`src/rtl/acc_pkg.sv`:
```
// Package: shared widths and the decoded control bundle of the accumulator
// datapath. Assumes callers never assert more than one control field at once.
package acc_pkg;

    localparam int unsigned ACC_W  = 16;
    localparam int unsigned CHR_W  = 8;
    localparam int unsigned N_CTL  = 9;

    // One field per datapath operation; all zero means hold.
    typedef struct packed {
        logic f_and;
        logic f_add;
        logic f_ldr;
        logic f_lchr;
        logic f_com;
        logic f_shr;
        logic f_shl;
        logic f_inc;
        logic f_clr;
    } acc_ctl_t;

endpackage

```
`src/rtl/acc_adder.sv`:
```
// Module: acc_adder
// Shared adder for the add and increment operations. Produces W sum bits and
// the carry out of the top bit. Assumes the caller zeroes b for an increment.
module acc_adder #(
    parameter int unsigned W = 16
) (
    input  logic [W-1:0] a,
    input  logic [W-1:0] b,
    input  logic         cin,
    output logic [W-1:0] sum,
    output logic         cout
);

    // Full-width sum with the carry kept in one extra bit.
    always_comb begin
        {cout, sum} = {1'b0, a} + {1'b0, b} + {{W{1'b0}}, cin};
    end

endmodule

```
`src/rtl/acc_slice.sv`:
```
// Module: acc_slice
// Next-value logic for one accumulator bit. Picks the new bit from the
// operand, the neighbours, the adder sum bit or the character bit, according
// to the decoded control bundle. Assumes at most one control field is high.
module acc_slice
    import acc_pkg::*;
(
    input  acc_ctl_t ctl,
    input  logic     cur,      // present value of this bit
    input  logic     opnd,     // operand bit
    input  logic     sum_bit,  // adder sum bit
    input  logic     chr_bit,  // character bit, or cur for high bits
    input  logic     from_hi,  // bit that enters on a right rotate
    input  logic     from_lo,  // bit that enters on a left rotate
    output logic     nxt
);

    // Choose this bit's next value; hold when no operation is selected.
    always_comb begin
        nxt = cur;
        if (ctl.f_clr)                     nxt = 1'b0;
        else if (ctl.f_and)                nxt = cur & opnd;
        else if (ctl.f_add || ctl.f_inc)   nxt = sum_bit;
        else if (ctl.f_ldr)                nxt = opnd;
        else if (ctl.f_lchr)               nxt = chr_bit;
        else if (ctl.f_com)                nxt = ~cur;
        else if (ctl.f_shr)                nxt = from_hi;
        else if (ctl.f_shl)                nxt = from_lo;
    end

endmodule

```
`src/rtl/acc_status.sv`:
```
// Module: acc_status
// Status flags derived from the registered accumulator: all-zero and sign.
// Assumes its input comes straight from the accumulator flip-flops.
module acc_status #(
    parameter int unsigned W = 16
) (
    input  logic [W-1:0] acc,
    output logic         is_zero,
    output logic         is_neg
);

    // Reduce the register to the two flags.
    always_comb begin
        is_zero = ~|acc;
        is_neg  = acc[W-1];
    end

endmodule

```
`src/rtl/acc_unit.sv`:
```
// Module: acc_unit
// Accumulator register, link flip-flop and the per-bit next-value network.
// One decoded operation is applied per clock; with none the state holds.
// Assumes the control lines are one-hot or all zero, and that reset is
// synchronous and active low.
module acc_unit
    import acc_pkg::*;
#(
    parameter int unsigned W  = ACC_W,
    parameter int unsigned CW = CHR_W
) (
    input  logic          clk,
    input  logic          rst_n,
    input  logic [W-1:0]  dr_in,
    input  logic [CW-1:0] char_in,
    input  logic          op_and,
    input  logic          op_add,
    input  logic          op_ldr,
    input  logic          op_lchr,
    input  logic          op_com,
    input  logic          op_shr,
    input  logic          op_shl,
    input  logic          op_inc,
    input  logic          op_clr,
    output logic [W-1:0]  acc_out,
    output logic          link_out,
    output logic          acc_zero,
    output logic          acc_neg
);

    localparam int unsigned EXT_W = W + 2;

    acc_ctl_t         ctl;
    logic [W-1:0]     acc_q;
    logic             link_q;
    logic [W-1:0]     acc_d;
    logic             link_d;
    logic [W-1:0]     add_b;
    logic [W-1:0]     sum;
    logic             cout;
    logic [W-1:0]     chr_full;
    logic [EXT_W-1:0] ring;

    // Gather the decoded lines into the shared bundle.
    always_comb begin
        ctl = '{f_and: op_and, f_add: op_add, f_ldr: op_ldr, f_lchr: op_lchr,
                f_com: op_com, f_shr: op_shr, f_shl: op_shl, f_inc: op_inc,
                f_clr: op_clr};
    end

    // Operand for the adder: data on add, zero on increment.
    always_comb begin
        add_b = ctl.f_add ? dr_in : '0;
    end

    acc_adder #(.W(W)) u_add (
        .a    (acc_q),
        .b    (add_b),
        .cin  (ctl.f_inc),
        .sum  (sum),
        .cout (cout)
    );

    // Character load value: new low byte, present high bits.
    always_comb begin
        chr_full = {acc_q[W-1:CW], char_in};
    end

    // Rotate ring: the link sits at both ends of the accumulator.
    always_comb begin
        ring = {link_q, acc_q, link_q};
    end

    for (genvar i = 0; i < W; i++) begin : g_bit
        acc_slice u_slice (
            .ctl     (ctl),
            .cur     (acc_q[i]),
            .opnd    (dr_in[i]),
            .sum_bit (sum[i]),
            .chr_bit (chr_full[i]),
            .from_hi (ring[i+2]),
            .from_lo (ring[i]),
            .nxt     (acc_d[i])
        );
    end

    // Next link value: carry on add, leaving bit on a rotate, else hold.
    always_comb begin
        link_d = link_q;
        if (ctl.f_add)      link_d = cout;
        else if (ctl.f_shr) link_d = acc_q[0];
        else if (ctl.f_shl) link_d = acc_q[W-1];
    end

    // State registers with synchronous active-low reset.
    always_ff @(posedge clk) begin
        if (!rst_n) begin
            acc_q  <= '0;
            link_q <= 1'b0;
        end else begin
            acc_q  <= acc_d;
            link_q <= link_d;
        end
    end

    acc_status #(.W(W)) u_stat (
        .acc     (acc_q),
        .is_zero (acc_zero),
        .is_neg  (acc_neg)
    );

    assign acc_out  = acc_q;
    assign link_out = link_q;


    ctl_onehot_chk: assert property (@(posedge clk) disable iff (!rst_n)
        $onehot0({op_and, op_add, op_ldr, op_lchr, op_com, op_shr, op_shl, op_inc, op_clr}));


    add_carry_chk: assert property (@(posedge clk) disable iff (!rst_n)
        op_add |=> ({link_out, acc_out} == ({1'b0, $past(acc_out)} + {1'b0, $past(dr_in)})));


    inc_link_chk: assert property (@(posedge clk) disable iff (!rst_n)
        op_inc |=> (link_out == $past(link_out)) && (acc_out == $past(acc_out) + 1'b1));


    rot_right_chk: assert property (@(posedge clk) disable iff (!rst_n)
        op_shr |=> (acc_out == {$past(link_out), $past(acc_out[W-1:1])}) && (link_out == $past(acc_out[0])));


    rot_left_chk: assert property (@(posedge clk) disable iff (!rst_n)
        op_shl |=> (acc_out == {$past(acc_out[W-2:0]), $past(link_out)}) && (link_out == $past(acc_out[W-1])));


    chr_high_chk: assert property (@(posedge clk) disable iff (!rst_n)
        op_lchr |=> (acc_out[W-1:CW] == $past(acc_out[W-1:CW])) && (acc_out[CW-1:0] == $past(char_in)));


    idle_hold_chk: assert property (@(posedge clk) disable iff (!rst_n)
        !(op_and | op_add | op_ldr | op_lchr | op_com | op_shr | op_shl | op_inc | op_clr)
        |=> $stable(acc_out) && $stable(link_out));


    flag_excl_chk: assert property (@(posedge clk) disable iff (!rst_n)
        acc_neg |-> !acc_zero);

endmodule

```
`config.mk`:
```
export PLATFORM = sky130hd
export DESIGN_NAME = acc_unit
export DESIGN_NICKNAME = d
export VERILOG_FILES = /design/src/rtl/acc_pkg.sv /design/src/rtl/acc_adder.sv /design/src/rtl/acc_slice.sv /design/src/rtl/acc_status.sv /design/src/rtl/acc_unit.sv
export SDC_FILE = /design/constraint.sdc
export NUM_CORES = 1
export LEC_CHECK = 0
export CAP_MARGIN = 20
export CELL_PAD_IN_SITES_DETAIL_PLACEMENT = 0
export CELL_PAD_IN_SITES_GLOBAL_PLACEMENT = 2
export CORE_MARGIN = 5
export CORE_UTILIZATION = 31
export DETAILED_ROUTE_END_ITERATION = 7
export PLACE_DENSITY_LB_ADDON = 0.1
export SYNTH_ARGS = -nofsm -noshare
export SYNTH_HDL_FRONTEND = slang
export SYNTH_SLANG_ARGS = --single-unit
```
`constraint.sdc`:
```
create_clock -name clk -period 5.8 [get_ports clk]
set_clock_uncertainty 0.2 [all_clocks]
set_input_delay 1.16 -clock clk [delete_from_list [all_inputs] [get_ports clk]]
set_output_delay 1.16 -clock clk [all_outputs]
set_load 0.02 [all_outputs]
```
# --- After elaboration in Yosys (flattened, before gate mapping) ---
# Index checks and enable logic that the tools add are counted.
totals:
  register_bits: 17
  input_bits: 35
  output_inout_bits: 19
  elab_cells: 163
op_classes:
  addsub: 2
  eq_ne: 1
  mux: 116
  bitwise: 33
  n_reduce_logical: 8
ops:
  columns: ["cell", "count"]
  rows:
  - ["2-to-1 mux 1 bit", 115]
  - ["adder 16 x 16 -> 17 bit", 1]
  - ["adder 17 x 1 -> 17 bit", 1]
  - ["NOT 1 bit", 17]
  - ["bitwise AND 1 bit", 16]
  - ["2-to-1 mux 16 bit", 1]
  - ["OR reduction 16 bit", 1]
  - ["nonzero test 7 bit", 1]
  - ["nonzero test 6 bit", 1]
  - ["inequality test 4 x 3 -> 1 bit, second input constant", 1]
  - ["nonzero test 3 bit", 1]
  - ["AND reduction 2 bit", 1]
  - ["OR reduction 2 bit", 1]
  - ["zero test 1 bit", 1]
  - ["logical OR 1 bit", 1]

# --- Depth between registers and ports, before layout ---
logic_depth:
  depth_word: 7
  depth_mapped: 11
  mapped_depth_nobuf: 9

# --- Hierarchy ---
# A second synthesis with hierarchy kept.
unflattened:
  cells_unflattened: 404
  area_unflattened_um2: 3055.4
by_module_without_submodules:
  columns: ["module", "n_inst", "cells_per_inst", "area_each_um2", "seq_area_each_um2"]
  rows:
  - ["acc_slice", 16, 15, 101.3, 0.0]
  - ["acc_adder", 1, 102, 792.0, 0.0]
  - ["acc_unit", 1, 56, 600.6, 340.3]
  - ["acc_status", 1, 6, 41.3, 0.0]

# --- Least setup slack after synthesis ---
# Ideal clock, no wire load.
synth_path:
  path_type: "input port to flip-flop"
  from: "input op_add"
  to: "register acc_q[8] (netlist: acc_out[8])"
  setup_ns: 0.079
  arrival_ns: 3.654
  required_time_ns: 5.521
  slack_ns: 1.867
  cell_stages: 11
  n_path_buf: 2
  cell_sequence: "clkbuf_1 -> clkbuf_1 -> nand2_1 -> fa_1 -> fa_1 -> nand2b_1 -> a21oi_1 -> o21ai_1 -> a21bo_2 -> or4_1 -> o211ai_1"
synth_via:
  elab_chain_cells: 5
  word_cells_on_any_way: 9
  classes_between: "add/sub: 2; eq/ne: 1; mux: 3; reduce/logical: 3"
synth_rtl:
  columns: ["item", "line", "source"]
  rows:
  - ["from (decl)", "acc_unit.sv:17", "input logic op_add,"]
  - ["2-to-1 mux 16 bit", "acc_unit.sv:53", "add_b = ctl.f_add ? dr_in : '0;"]
  - ["adder 16 x 16 -> 17 bit", "acc_adder.sv:16", "{cout, sum} = {1'b0, a} + {1'b0, b} + {{W{1'b0}}, cin};"]
  - ["adder 17 x 1 -> 17 bit", "acc_adder.sv:16", null]
  - ["2-to-1 mux 1 bit", "acc_slice.sv:23", "else if (ctl.f_add || ctl.f_inc) nxt = sum_bit;"]
  - ["2-to-1 mux 1 bit", "acc_slice.sv:22", "else if (ctl.f_and) nxt = cur & opnd;"]
  - ["to (signal assigned)", "acc_unit.sv:98", "acc_q <= '0;"]
  - ["to (signal assigned)", "acc_unit.sv:101", "acc_q <= acc_d;"]
  - ["to (decl)", "acc_unit.sv:34", "logic [W-1:0] acc_q;"]
# Parallel ways exist; a longest one is shown, timed or not.
# A chain may end at the register's enable or synchronous reset.

# --- Final worst setup path ---
layout_path:
  from: "input op_add"
  to: "register link_q (netlist: link_out)"
layout_via:
  elab_chain_cells: 4
  word_cells_on_any_way: 5
  classes_between: "add/sub: 2; mux: 2; reduce/logical: 1"
layout_rtl:
  columns: ["item", "line", "source"]
  rows:
  - ["2-to-1 mux 16 bit", "acc_unit.sv:53", null]
  - ["adder 16 x 16 -> 17 bit", "acc_adder.sv:16", null]
  - ["adder 17 x 1 -> 17 bit", "acc_adder.sv:16", null]
  - ["2-to-1 mux 1 bit", "acc_unit.sv:90", "if (ctl.f_add) link_d = cout;"]
  - ["to (signal assigned)", "acc_unit.sv:102", "link_q <= link_d;"]
  - ["to (decl)", "acc_unit.sv:35", "logic link_q;"]
# Parallel ways exist; a longest one is shown, timed or not.

==> key figures <==
Worst setup path
  – Worst Path Max Fanout: 24
  – Critical Path AT: ~4300 ps
  – Worst setup EP type: flop
  – Setup CP Type: primary input to flop
  – Worst path required time: a little under 6000 ps
  – CP Launch Type: primary input

Synthesis
  – Netlist cell types: 54
  – Mapped Area: 2650 µm²
  – Synthesized Nets: roughly 440
  – FFs w/ async S/R, synth: 0%
  – Mean post-synth cell area: 6.82 µm²
  – Seq/Total Area, Yosys: approximately an eighth
  – EDFF count, synth: 0
  – Gate count after technology mapping: between 300 and 400
  – Yosys reg bits: 17
  – Main synth FF type: dfxtp_1
  – Yosys warning count: 0

Detailed routing
  – Via Count: between 2k and 3k
  – Detailed Route WL: approximately 10000 µm
  – DRT iter0 DRCs: approximately 170
  – WL/cell: approximately 19 µm
  – Vias per cell: between 5 and 6
  – Antenna-violating nets left: 0
  – DRC: 0
  – Pre-Repair DR Iteration Count: 4

Final layout
  – Nets: between 400 and 500
  – FF/Latch Area: 340 µm²
  – Multi-input logic area: between 2000 and 2500 µm²
  – Fin util: between 30% and 40%
  – Share of post-route cells with drive strength above 1: 6.34%
  – Fill cells: 906
  – Area Overhead vs Synth: 18.8%
  – N_diodes: 0

Clock tree
  – Hold-fix buffers at CTS: 0
  – CTS root buffer: clkbuf_8
  – # H-tree levels: 1
  – Clk Latency, worst-skew pair: 260 ps
  – CTS-repair resized insts: 0
  – Cts bufs inserted: 3
  – Longest Clk Path Bufs: 2
  – Setup Fix Bufs, Post-CTS: 0
  – CTS tree: done
  – Clock sinks: 17
  – Worst-path clk slew: approximately 80 ps

Placed design
  – Buffers on Ports: between 50 and 60
  – Dpl ws: 1300 ps
  – GP Congestion: 0.799
  – DP Wirelength: around 7300 µm

Floorplanning
  – Initial Utilization: approximately a third
  – Die H: around 100 µm
  – Die ar.: 10500 µm²
  – Die Wd: around 100 µm
  – Top Ports: 54
  – FP Rows: 33
  – Core area: 8300 µm²

STA
  – Worst rel slew slack: slightly below 30%
  – Worst setup margin: between 1500 and 2000 ps
  – Setup TNS Final: 0 ps
  – Final Setup Violations: 0
  – Fmax: roughly 0.23 GHz
  – RSZ-0062 raised after global routing: no
  – Fin. Hold Viols: 0
  – Worst-Margin Slew: 1050 ps
  – WHS: 391 ps
  – Clock period minus final worst setup slack: approximately 4300 ps
  – Max-slew violations: 0
  – Crit share post-route: between 70% and 80%

GRT
  – Initial antenna violation count: 0
  – Vias in the first global route: 2710
  – Largest net degree at the start of global routing: 33
  – First-pass GRT wire length: 15300 µm
  – GR Overflow Total: 0
  – Total GRT Usage: between 10% and 20%

Pwr
  – Overall power: around 400 µW
  – P per Cell Area: roughly 130 nW/µm²
  – Max VDD drop: around 0.000071 V
  – LEAKAGE: roughly 1.3 nW

Min path
  – Hold Crit Class: flop to flop

Run
  – Max-Cap Viols: 0

Run status
  – Status: finished clean
==> critical path, stage by stage <==
cell and delay, ps:
clkdlybuf4s50_1 460, buf_4 260, nand2_1 120, fa_1 430, fa_1 400, nand2b_1 200, a21oi_1 340, o21ai_1 160
a211oi_1 380, o21ai_0 190, a31oi_1 180
==> stage by stage <==
step	instance area, µm²	instances
detailed placement	3100	510
floorplan	2650	389
global placement	3100	510
finish	3150	515
CTS	3150	514
global route	3150	515
==> worst paths after layout <==
| path | cells after the start | startpoint | endpoint | slack (ps) |
|---|---|---|---|---|
| setup / recovery | 11 | op_add | link_out$_SDFFE_PN0P_ | 1520 |
| hold reg to reg | 2 | acc_out[5]$_SDFFE_PP0P_ | acc_out[5]$_SDFFE_PP0P_ | 390 |
| hold / removal | 2 | acc_out[5]$_SDFFE_PP0P_ | acc_out[5]$_SDFFE_PP0P_ | 390 |
| setup reg to reg | 9 | acc_out[0]$_SDFFE_PP0P_ | link_out$_SDFFE_PN0P_ | 2680 |
==> cells in the mapped netlist, types with 9 or more instances <==
| cell | instances | area (µm²) |
|---|---|---|
| and2_1 | 15 | 93.8 |
| buf_4 | 16 | 120 |
| nand2_1 | 57 | 214 |
| inv_1 | 9 | 33.8 |
| o21ai_0 | 42 | 210 |
| a21oi_1 | 44 | 220 |
| nor2_1 | 17 | 63.8 |
| dfxtp_1 | 17 | 340 |
| a211oi_1 | 10 | 75.1 |
| clkbuf_1 | 14 | 52.6 |
| ha_1 | 15 | 188 |
| nor3_1 | 11 | 55.1 |
| mux2_2 | 10 | 113 |
==> cells in the final DEF, fill, tap and decap left out, drive strengths merged, types with 4 or more instances in the layout <==
master	count
a21o	8
ha	15
mux2	10
nor2b	5
clkbuf	4
o21ai	44
or4	5
o211a	5
nor4	6
a21oi	44
nor3	12
nor2	17
o211ai	6
nand2	57
dfxtp	17
clkdlybuf4s50	53
nand3	8
a31oi	4
nand2b	5
a211o	4
a211oi	12
inv	9
and2	15
==> cell families (layout without fill, tap and decap cells) <==
group / count (synthesis) / after routing / share of synthesized area [%]
AO/OA/AOI/OAI: 149 / 149 / 35.8
XOR/XNOR: 3 / 3 / 0.990
adder cells (fa/ha/maj): 17 / 17 / 8.58
buffers and inverters: 48 / 69 / 9.95
flip-flops: 17 / 17 / 12.8
multiplexers: 13 / 13 / 5.37
AND/OR/NAND/NOR: 142 / 142 / 26.5
==> sequential cells by signal (all words and copies together), names as in the netlist <==
name and count:
link_out 1, acc_out 16
==> layer usage <==
layer	up-vias	global-route usage (%)	share of wire, %
met1	1354	28.8	50
li1	1468	-	-
met4	0	3.94	0.93
met5	-	0	0
met2	78	28.7	43
met3	7	1.42	5.5
==> power by group <==
| part | internal, mW | leakage (nW) | switching (mW) |
|---|---|---|---|
| clock | 0.0490 | 0.0228 | 0.0499 |
| sequential | 0.121 | 0.138 | 0.00951 |
| combinational | 0.0760 | 1.11 | 0.0933 |
==> layout make-up <==
| class | count | share of cell area (%) |
|---|---|---|
| inverter | 9 | 1.07 |
| tap | 105 | 4.17 |
| multi-input combinational | 324 | 65.0 |
| clock buffer | 4 | 1.43 |
| sequential | 17 | 10.8 |
| timing repair buffer | 56 | 17.5 |
(Power assumes the default switching activity.)
